===== config.mk =====
export PLATFORM = sky130hd
export DESIGN_NAME = wlr_top
export DESIGN_NICKNAME = d
export VERILOG_FILES = /design/src/rtl/wlr_pkg.sv /design/src/rtl/wlr_mode_decode.sv /design/src/rtl/wlr_lane_sampler.sv /design/src/rtl/wlr_dq_drive.sv /design/src/rtl/wlr_top.sv
export SDC_FILE = /design/constraint.sdc
export NUM_CORES = 1
export LEC_CHECK = 0
export ABC_AREA = 1
export BUFFER_PORTS_ARGS = -buffer_cell sky130_fd_sc_hd__buf_4
export CAP_MARGIN = 0
export CORE_MARGIN = 3
export CORE_UTILIZATION = 33
export DETAILED_ROUTE_END_ITERATION = 8
export GPL_TIMING_DRIVEN = 0
export PLACE_DENSITY = 0.94
export SLEW_MARGIN = 20
export SYNTH_ARGS = -nofsm -noshare
export SYNTH_HDL_FRONTEND = slang
export SYNTH_SLANG_ARGS = --single-unit

===== constraint.sdc =====
create_clock -name clk -period 1.4 [get_ports clk]
set_input_delay 0.14 -clock clk [delete_from_list [all_inputs] [get_ports clk]]
set_output_delay 0.14 -clock clk [all_outputs]
set_load 0.02 [all_outputs]

===== src/rtl/wlr_pkg.sv =====
package wlr_pkg;

  typedef enum logic [1:0] {
    WID_X4  = 2'd0,
    WID_X8  = 2'd1,
    WID_X16 = 2'd2,
    WID_RSV = 2'd3
  } dev_width_e;

  typedef enum logic [2:0] {
    CASE_OFF          = 3'd0,
    CASE_QOFF_NOTERM  = 3'd1,
    CASE_QOFF_TERM    = 3'd2,
    CASE_DRIVE_NOTERM = 3'd3,
    CASE_DRIVE_TERM   = 3'd4
  } lvl_case_e;

endpackage


===== src/rtl/wlr_mode_decode.sv =====
module wlr_mode_decode
  import wlr_pkg::*;
#(
  parameter int MR_W     = 16,
  parameter int EN_BIT   = 7,
  parameter int QOFF_BIT = 12,
  parameter int LANES    = 2
) (
  input  logic [MR_W-1:0]  mr1_word,
  input  logic             odt_in,
  input  logic [1:0]       dev_width,
  output logic             lvl_on,
  output logic             drive_on,
  output logic [LANES-1:0] lane_active,
  output logic             dqs_term_on,
  output logic             dq_term_on,
  output logic [2:0]       lvl_case,
  output dev_width_e       width_sel
);

  logic unused_mr_bits;
  assign unused_mr_bits = ^mr1_word;

  assign width_sel   = dev_width_e'(dev_width);
  assign lvl_on      = mr1_word[EN_BIT];
  assign drive_on    = lvl_on && !mr1_word[QOFF_BIT];
  assign dqs_term_on = lvl_on && odt_in;
  assign dq_term_on  = 1'b0;

  for (genvar l = 0; l < LANES; l++) begin : g_lane_act
    if (l == 0) begin : g_base
      assign lane_active[l] = 1'b1;
    end else begin : g_wide
      assign lane_active[l] = (width_sel == WID_X16);
    end
  end

  lvl_case_e case_c;
  always_comb begin
    if (!lvl_on)                      case_c = CASE_OFF;
    else if (!drive_on && !odt_in)    case_c = CASE_QOFF_NOTERM;
    else if (!drive_on)               case_c = CASE_QOFF_TERM;
    else if (!odt_in)                 case_c = CASE_DRIVE_NOTERM;
    else                              case_c = CASE_DRIVE_TERM;
  end
  assign lvl_case = case_c;

endmodule


===== src/rtl/wlr_lane_sampler.sv =====
module wlr_lane_sampler (
  input  logic clk,
  input  logic rst_n,
  input  logic strobe,
  input  logic ck_lvl,
  input  logic arm,
  input  logic clr,
  output logic sample
);

  logic strobe_q;
  logic strobe_rise;

  assign strobe_rise = strobe && !strobe_q;

  always_ff @(posedge clk) begin
    if (!rst_n) begin
      strobe_q <= 1'b0;
      sample   <= 1'b0;
    end else begin
      strobe_q <= strobe;
      if (clr)
        sample <= 1'b0;
      else if (arm && strobe_rise)
        sample <= ck_lvl;
    end
  end

  assert_capture_R1: assert property (@(posedge clk) disable iff (!rst_n)
    (!clr && arm && strobe && !strobe_q) |=> (sample == $past(ck_lvl)));

  assert_hold_R2: assert property (@(posedge clk) disable iff (!rst_n)
    (!clr && !(strobe && !strobe_q)) |=> $stable(sample));

  assert_ignore_R6: assert property (@(posedge clk) disable iff (!rst_n)
    (!clr && !arm) |=> $stable(sample));

  assert_clear_R8: assert property (@(posedge clk) disable iff (!rst_n)
    clr |=> (sample == 1'b0));

endmodule


===== src/rtl/wlr_dq_drive.sv =====
module wlr_dq_drive
  import wlr_pkg::*;
#(
  parameter int LANES    = 2,
  parameter int LANE_W   = 8,
  parameter int NARROW_W = 4,
  localparam int DQ_W    = LANES * LANE_W
) (
  input  logic [LANES-1:0] sample,
  input  logic [LANES-1:0] lane_active,
  input  logic             drive_on,
  input  dev_width_e       width_sel,
  output logic [DQ_W-1:0]  dq_out,
  output logic [DQ_W-1:0]  dq_oe
);

  for (genvar l = 0; l < LANES; l++) begin : g_lane
    logic lane_drive;
    assign lane_drive = drive_on && lane_active[l];
    for (genvar b = 0; b < LANE_W; b++) begin : g_bit
      if (b == 0) begin : g_prime
        assign dq_out[l*LANE_W+b] = lane_drive && sample[l];
      end else begin : g_low
        assign dq_out[l*LANE_W+b] = 1'b0;
      end
      if (b < NARROW_W) begin : g_always
        assign dq_oe[l*LANE_W+b] = lane_drive;
      end else begin : g_wide
        assign dq_oe[l*LANE_W+b] = lane_drive && (width_sel != WID_X4);
      end
    end
  end

endmodule


===== src/rtl/wlr_top.sv =====
module wlr_top
  import wlr_pkg::*;
#(
  parameter int LANES    = 2,
  parameter int LANE_W   = 8,
  parameter int NARROW_W = 4,
  parameter int MR_W     = 16,
  parameter int EN_BIT   = 7,
  parameter int QOFF_BIT = 12,
  localparam int DQ_W    = LANES * LANE_W
) (
  input  logic             clk,
  input  logic             rst_n,
  input  logic             ck_in,
  input  logic [LANES-1:0] dqs_in,
  input  logic             odt_in,
  input  logic [MR_W-1:0]  mr1_word,
  input  logic [1:0]       dev_width,
  output logic [DQ_W-1:0]  dq_out,
  output logic [DQ_W-1:0]  dq_oe,
  output logic [LANES-1:0] dqs_rx_en,
  output logic             dqs_term_on,
  output logic             dq_term_on,
  output logic [2:0]       lvl_case
);

  logic             lvl_on;
  logic             drive_on;
  logic [LANES-1:0] lane_active;
  logic [LANES-1:0] sample;
  dev_width_e       width_sel;

  wlr_mode_decode #(
    .MR_W(MR_W), .EN_BIT(EN_BIT), .QOFF_BIT(QOFF_BIT), .LANES(LANES)
  ) u_mode (
    .mr1_word(mr1_word), .odt_in(odt_in), .dev_width(dev_width),
    .lvl_on(lvl_on), .drive_on(drive_on), .lane_active(lane_active),
    .dqs_term_on(dqs_term_on), .dq_term_on(dq_term_on),
    .lvl_case(lvl_case), .width_sel(width_sel)
  );

  for (genvar l = 0; l < LANES; l++) begin : g_smp
    assign dqs_rx_en[l] = drive_on && lane_active[l];
    wlr_lane_sampler u_smp (
      .clk(clk), .rst_n(rst_n), .strobe(dqs_in[l]), .ck_lvl(ck_in),
      .arm(dqs_rx_en[l]), .clr(!lvl_on), .sample(sample[l])
    );
  end

  wlr_dq_drive #(
    .LANES(LANES), .LANE_W(LANE_W), .NARROW_W(NARROW_W)
  ) u_drive (
    .sample(sample), .lane_active(lane_active), .drive_on(drive_on),
    .width_sel(width_sel), .dq_out(dq_out), .dq_oe(dq_oe)
  );

  localparam logic [LANE_W-1:0] LANE_PRIME = LANE_W'(1);
  localparam logic [DQ_W-1:0]   PRIME_MASK = {LANES{LANE_PRIME}};

  assert_quiet_R8: assert property (@(posedge clk) disable iff (!rst_n)
    !mr1_word[EN_BIT] |-> (dq_oe == '0 && dq_out == '0 && dqs_rx_en == '0 && !dqs_term_on));

  assert_qoff_R6: assert property (@(posedge clk) disable iff (!rst_n)
    (mr1_word[EN_BIT] && mr1_word[QOFF_BIT]) |-> (dq_oe == '0 && dqs_rx_en == '0));

  assert_nonprime_R11: assert property (@(posedge clk) disable iff (!rst_n)
    (dq_out & ~PRIME_MASK) == '0);

  assert_term_R7: assert property (@(posedge clk) disable iff (!rst_n)
    dqs_term_on == (mr1_word[EN_BIT] && odt_in));

  assert_case_R9: assert property (@(posedge clk) disable iff (!rst_n)
    lvl_case <= 3'd4);

endmodule


# [Word level (Yosys, flattened, before mapping)]
# Cells that the tools add are included.
[totals] register_bits=4 latchBits=0 ram_bits=0 romBits=0 input_bits=24 out_inout_bits=39 elab_cells=28 mem_count=0
[op_classes] addsub=0 mul=0 div=0 magnitude_cmp=0 n_eq_ne=1 n_shift=0 muxes=4 n_bitwise=0 n_reduce_logical=19
[op_table] op="logical AND 1 bit" count=12
[op_table] op="two-way mux 3 bit" count=4
[op_table] op="zero test 1 bit" count=5
[op_table] op="== test 2 bit, second input constant" count=1
[op_table] op="AND reduction 2 bit" count=1
[op_table] op="nonzero test 2 bit" count=1

# [Longest topological paths before layout]
# Gate-level depths: netlist of the first run.
[logic_depth] depth_word=6 depth_mapped=7 ltp_nobuf=7

# [Modules after synthesis]
# A second synthesis of the first run with hierarchy kept.
[unflattened] hier_cells=90 area_unflattened_um2=538.0
[by_module_without_submodules] module="wlr_dq_drive" n_inst=1 cells_per_inst=40 area_per_inst_um2=255.2 seq_area_each_um2=0.0
[by_module_without_submodules] module="wlr_lane_sampler" n_inst=2 cells_per_inst=13 area_per_inst_um2=82.6 seq_area_each_um2=40.0
[by_module_without_submodules] module="wlr_mode_decode" n_inst=1 cells_per_inst=19 area_per_inst_um2=98.8 seq_area_each_um2=0.0
[by_module_without_submodules] module="wlr_top" n_inst=1 cells_per_inst=5 area_per_inst_um2=18.8 seq_area_each_um2=0.0

# [Least setup slack after synthesis of the first run]
# OpenSTA, ideal clock, no wires.
[synth_path] path_kind="input -> output" from="input port mr1_word[12]" to="output port dq_oe[5]" t_arrival_ns=1.030 required_ns=1.260 path_slack_ns=0.230 cell_stages=4 path_buffers=1 path_cell_list="inv_1 > nand2_4 > a21oi_1 > buf_4"
[synth_via] elab_chain_cells=3
[synth_rtl] element="start, declared" line_no="wlr_top.sv:17" text="input logic [MR_W-1:0] mr1_word,"
[synth_rtl] element="zero test 1 bit" line_no="wlr_mode_decode.sv:26" text="assign drive_on = lvl_on && !mr1_word[QOFF_BIT];"
[synth_rtl] element="logical AND 1 bit" line_no="wlr_mode_decode.sv:26"
[synth_rtl] element="logical AND 1 bit"
[synth_rtl] element="end, declared" line_no="wlr_top.sv:20" text="output logic [DQ_W-1:0] dq_oe,"
# No other way between the ends.

# [Final worst setup path of the first run]
[layout_path] from="input port mr1_word[12]" to="output port dq_oe[6]"
[layout_via] elab_chain_cells=3
[layout_rtl] element="zero test 1 bit" line_no="wlr_mode_decode.sv:26"
[layout_rtl] element="logical AND 1 bit" line_no="wlr_mode_decode.sv:26"
[layout_rtl] element="logical AND 1 bit" line_no="wlr_dq_drive.sv:29" text="assign dq_oe[l*LANE_W+b] = lane_drive && (width_sel != WID_X4);"
# No other way between the ends.

==> flow_metrics.py, run 1 <==
metrics = {
    "cts": {
        "clk_pin_slew_worst_paths_ns": 0.03,
        "post_cts_buffers": 0,
        "clockBufferDepth": 2,
        "clkSinkCount": 4,
        "cts_root_buf": "clkbuf_4",
        "cts_resized": 0,
        "numCtsBuffers": 3,
        "holdBufCountCts": 0,
        "clock_latency_ns": 0.23,
        "cts_tree": "yes",
        "htreeDepth": 1,
    },
    "cells_and_area": {
        "layout.cells.most_common": "buf_4",
        "area_growth_syn_to_layout_pct": 68.6,
        "diodes": 0,
        "num-nets-final": 154,
        "finalCoreUtilization_pct": 62.2,
        "layout-drive-gt1-share_pct": 55.5,
        "final_cell_mix": "64 x buf_4, 15 x conb_1, 14 x inv_1",
        "postLayoutCellArea_sq_um": 840,
        "fillers": 132,
    },
    "worst_setup_path": {
        "startpoint_type": "input port",
        "ff2ff_setup_slack_ns": 0.58,
        "crit_fanout": 8,
        "criticalPathCategory": "input port to primary output",
        "reg2reg_to": "g_smp[1].u_smp.sample",
        "r2r_start": "g_smp[1].u_smp.strobe_q",
        "cp.required_ns": 1.26,
        "cpPeakStageDelay_ns": 0.25,
        "crit_path_top_delay_cell": "a21oi_1",
        "path_buf_inv": 4,
        "r2r_cells": 5,
        "critPathArrivalTime_ns": 1.01,
        "worstPathCellList": "buf_4 -> inv_1 -> nand2_4 -> a21oi_1 -> buf_4 -> buf_4",
        "path_common_cell": "buf_4",
        "cp-end-kind": "primary output",
        "path_delay_family": "buffers and inverters",
    },
    "global_route": {
        "antenna_found_initial": 0,
        "gr-total-overflow": 0,
        "grt_usage_pct": 12.4,
        "grt_max_degree": 9,
        "grt_pass1_wl_um": 1820,
        "grt_pass1_vias": 484,
    },
    "detailed_routing": {
        "ant_nets": 0,
        "drc": 0,
        "via_per_inst": 3.67,
        "drt_wl_total_um": 1190,
        "wl_per_cell_um": 8.34,
        "first_iter_violations": 2,
        "drt-pass1-iter-count": 3,
        "vias": 525,
    },
    "synth": {
        "synth_seq_cells": 4,
        "synth_top_cell_area_share_pct": 46.7,
        "syn_avg_cell_area_sq_um": 6.38,
        "synth_top_cell_by_area": "buf_4",
        "netlist-cell-type-count": 14,
        "syn_inst": 78,
        "syn-cell-area_sq_um": 498,
        "synth_area_leaders": "buf_4 47%, dfxtp_1 16%, inv_1 11%, nand2_1 6.8%, nor2_1 6.8%",
        "synthArstFlopShare_pct": 0,
        "synth-edff-count": 0,
        "synthFlopType": "dfxtp_1",
        "yosysSeqAreaShare_pct": 16.1,
        "synth_warnings": 0,
    },
    "floorplan": {
        "die_height_um": 44.8,
        "placementRows": 13,
        "die-area_sq_mm": 0.00201,
        "io_pins": 63,
        "die_w_um": 44.8,
        "coreArea_sq_mm": 0.00135,
        "start_util_pct": 36.9,
    },
    "outcome": {
        "status": "complete, no violations",
    },
    "placement": {
        "io_buffers": 33,
        "placed_cell_area_sq_um": 817,
        "hpwl_um": 1100,
        "place_congestion": 0.725,
    },
    "timing": {
        "finalCriticalPeriod_ns": 1.15,
        "slew_violations": 0,
        "tns_ns": 0,
        "setup_viol": 0,
        "rsz0062_at_grt": "no",
        "period_share_pct": 81.9,
        "clock_skew_ns": 0.00169,
        "hold_viol": 0,
        "fmaxAchievable_mhz": 872,
        "hold_ws_ns": 0.101,
    },
    "power_and_ir_drop": {
        "intPower_w": 0.000320,
        "p_sw_w": 0.000164,
        "p_leak_nw": 0.561,
        "power_density_mw_per_mm2": 577,
        "irDropWorstVdd_mv": 0.499,
        "netSwitchingFraction_pct": 33.9,
        "pwr-share-seq_pct": 24.7,
        "clkPwrFrac_pct": 27.7,
        "combPwrFrac_pct": 47.5,
    },
    "flow_run": {
        "maxCapViolCount": 0,
    },
    "min_path": {
        "min_path_cells": 3,
        "hp-class": "input port to register",
        "holdPathEnd": "g_smp[1].u_smp.strobe_q",
        "min_from": "dqs_in[1]",
    },
}
-- routing by layer --
metal  track usage, %  wire length, um
met2             26.9              730
met4             5.26               10
met5                0                0
met1             9.59              314
met3             3.59              137
-- power groups by stage --
stage	Sequential, W	Combinational, W	Clock, W
floorplan	0.000121	0.000159	0
global placement	0.000121	0.000225	0
detailed placement	0.000121	0.000230	0
CTS	0.000120	0.000230	0.000143
global route	0.000120	0.000248	0.000153
finish	0.000120	0.000230	0.000134
-- cell families after synthesis --
kind of cell           after synthesis  share of synthesized area [%]
flip-flops                           4                           16.1
AND/OR/NAND/NOR                     24                           22.1
other                                1                          0.753
buffers and inverters               46                           58.0
AO/OA/AOI/OAI                        3                           3.01
-- tightest hold or removal path, cell delays in order --
cell     delay [ns]
buf_4          0.08
nand2_1        0.04
inv_1          0.04
-- how the worst max path moves through the flow --
| stage | from | to | slack, ns | depth (start not counted) |
|---|---|---|---|---|
| after floorplan | mr1_word[12] | dq_oe[5] | 0.23 | 4 |
| after global placement | mr1_word[12] | dq_oe[5] | 0.28 | 6 |
| after detailed placement | mr1_word[12] | dq_oe[6] | 0.26 | 6 |
| after CTS | mr1_word[12] | dq_oe[6] | 0.25 | 6 |
| after global routing | mr1_word[12] | dq_oe[6] | 0.14 | 6 |
| final | mr1_word[12] | dq_oe[6] | 0.25 | 6 |
-- through the flow --
step | power, W | instances | setup WS, ns
2_1_floorplan | 0.000280 | 92 | 0.230
3_3_place_gp | 0.000346 | 140 | 0.278
3_5_place_dp | 0.000351 | 140 | 0.261
4_1_cts | 0.000492 | 143 | 0.252
5_1_grt | 0.000521 | 143 | 0.145
6_report | 0.000484 | 143 | 0.253
-- state kept, by name (all words and copies together), names as in the netlist --
signal and cells:
g_smp.u_smp.sample 2, g_smp.u_smp.strobe_q 2
-- final cells by class --
| cell class | count | area, sq um | share of cell area [%] |
|---|---|---|---|
| plain buffers | 31 | 233 | 27.7 |
| clock buffers | 3 | 22.5 | 2.68 |
| inverters | 15 | 56.3 | 6.71 |
| multi-input cells | 42 | 181 | 21.6 |
| flip-flops and latches | 4 | 80.1 | 9.54 |
| well taps | 15 | 18.8 | 2.24 |
| repair buffers | 33 | 248 | 29.5 |
-- synthesized netlist by cell type, types with 2 or more instances --
| cell type | number |
|---|---|
| buf_4 | 31 |
| dfxtp_1 | 4 |
| inv_1 | 14 |
| nand2_1 | 9 |
| nor2_1 | 9 |
| nor3_1 | 2 |
| o21ai_0 | 2 |
Note: power is estimated with default switching activity, not from simulation.
==> run 2: changes to the inputs <==
--- a/config.mk
+++ b/config.mk
@@ -8,11 +8,12 @@
 export ABC_AREA = 1
 export BUFFER_PORTS_ARGS = -buffer_cell sky130_fd_sc_hd__buf_4
 export CAP_MARGIN = 0
+export CORE_ASPECT_RATIO = 1.2
 export CORE_MARGIN = 3
-export CORE_UTILIZATION = 33
+export CORE_UTILIZATION = 28
 export DETAILED_ROUTE_END_ITERATION = 8
 export GPL_TIMING_DRIVEN = 0
-export PLACE_DENSITY = 0.94
+export PLACE_DENSITY = 0.86
 export SLEW_MARGIN = 20
 export SYNTH_ARGS = -nofsm -noshare
 export SYNTH_HDL_FRONTEND = slang
==> constraint.sdc (replaced) <==
create_clock -name clk -period 1 [get_ports clk]
set_input_delay 0.1 -clock clk [delete_from_list [all_inputs] [get_ports clk]]
set_output_delay 0.1 -clock clk [all_outputs]
set_load 0.02 [all_outputs]
==> flow_metrics.py, run 2 (synthesized netlist as in run 1, its figures left out) <==
metrics = {
    "detailed_routing": {
        "topRoutingLayerUsed": "met3",
        "dr_wl_met3_um": 168,
        "first_iter_violations": 7,
        "met1_length_um": 346,
        "drt_wl_total_um": 1280,
        "routed-wl-met2_um": 765,
        "vias": 558,
        "drt-pass1-iter-count": 3,
        "via_per_inst": 3.74,
        "drc": 0,
        "ant_nets": 0,
        "wl_per_cell_um": 8.58,
    },
    "cts": {
        "clkSinkCount": 4,
        "cts_root_buf": "clkbuf_4",
        "clockBufferDepth": 2,
        "clk_pin_slew_worst_paths_ns": 0.04,
        "cts_tree": "yes",
        "numCtsBuffers": 3,
        "clock_latency_ns": 0.23,
        "holdBufCountCts": 0,
        "htreeDepth": 1,
    },
    "global_route": {
        "antenna_found_initial": 0,
        "grt_usage_pct": 9.73,
        "grt_pass1_vias": 431,
        "grt_max_degree": 9,
        "gr-total-overflow": 0,
        "grt_pass1_wl_um": 1700,
    },
    "power_and_ir_drop": {
        "irDropWorstVdd_mv": 0.629,
        "p_leak_nw": 0.580,
        "finalPower_w": 0.000708,
        "power_density_mw_per_mm2": 784,
    },
    "cells_and_area": {
        "finalCoreUtilization_pct": 54.3,
        "fillers": 179,
        "diodes": 0,
        "num-nets-final": 157,
        "reg_top3": "g_smp.u_smp.sample (2), g_smp.u_smp.strobe_q (2)",
        "area_growth_syn_to_layout_pct": 81.2,
        "final_cell_mix": "67 x buf_4, 15 x conb_1, 12 x inv_1",
        "layout.cells.most_common": "buf_4",
        "layout-drive-gt1-share_pct": 61.1,
    },
    "timing": {
        "finalCriticalPeriod_ns": 0.952,
        "period_share_pct": 95.2,
        "setup_viol": 0,
        "hold_viol": 0,
        "fmaxAchievable_mhz": 1050,
        "slew_violations": 0,
        "fin_ws_ns": 0.0484,
        "rsz0062_at_grt": "no",
        "clock_skew_ns": 0.00178,
        "hold_ws_ns": 0.0612,
    },
    "placement": {
        "place_ws_ns": -0.0539,
        "hpwl_um": 1090,
        "io_buffers": 33,
        "place_congestion": 0.662,
    },
    "floorplan": {
        "die_height_um": 52.2,
        "die-area_sq_mm": 0.00232,
        "placementRows": 16,
        "start_util_pct": 30.0,
        "die_w_um": 44.5,
        "coreArea_sq_mm": 0.00166,
        "io_pins": 63,
    },
    "min_path": {
        "hp-class": "input port to register",
    },
    "worst_setup_path": {
        "cp-end-kind": "primary output",
        "critPathArrivalTime_ns": 0.85,
        "startpoint_type": "register",
        "cp.required_ns": 0.90,
        "crit_fanout": 2,
        "criticalPathCategory": "register to primary output",
    },
    "flow_run": {
        "maxCapViolCount": 0,
    },
    "outcome": {
        "status": "complete, no violations",
    },
}
## run 2: layout make-up
| cell class | instances | area, sq um | area share, % |
|---|---|---|---|
| clock buffer | 3 | 22.5 | 2.50 |
| tap | 18 | 22.5 | 2.50 |
| sequential | 4 | 80.1 | 8.88 |
| buffer | 31 | 233 | 25.8 |
| multi-input combinational | 42 | 218 | 24.1 |
| inverter | 15 | 56.3 | 6.24 |
| timing repair buffer | 36 | 270 | 30.0 |
## run 2: worst max-delay path, stage by stage (launching register included)
cell and delay (ns):
dfxtp_1 0.30, inv_1 0.05, nor3_2 0.11, buf_4 0.16
## run 2: layer usage
layer  GRT usage [%]  vias to the layer above
met4            3.02                        0
met1            8.64                      243
met2            18.7                       29
met5               0                        -
met3            4.47                        0
li1                -                      286
## run 2: final timing paths
| kind | from | to | slack [ns] | depth (start not counted) |
|---|---|---|---|---|
| max | g_smp[1].u_smp.sample | dq_out[8] | 0.05 | 3 |
| min | dqs_in[1] | g_smp[1].u_smp.strobe_q | 0.06 | 3 |
| max reg2reg | g_smp[0].u_smp.strobe_q | g_smp[0].u_smp.sample | 0.20 | 5 |
| min reg2reg | g_smp[1].u_smp.sample | g_smp[1].u_smp.sample | 0.55 | 4 |
## run 2: per-stage QoR
step / instance area [sq um] / TNS (ns) / cells
detailed placement: 827 / -0.245 / 143
floorplan: 557 / 0 / 92
CTS: 860 / -0.00375 / 146
global route: 902 / 0 / 149
global placement: 827 / -0.105 / 143
finish: 902 / 0 / 149
## run 2: power breakdown
| part | internal (W) | switching (W) |
|---|---|---|
| clock | 0.000134 | 0.0000604 |
| combinational | 0.000159 | 0.000186 |
| sequential | 0.000166 | 0.00000151 |
## run 2: what timing repair did
action                     CTS  global route
setup endpoints to repair    6            13
cloned                       0             0
pin swaps                    1             3
setup buffers                0             3
resized for setup            2             6
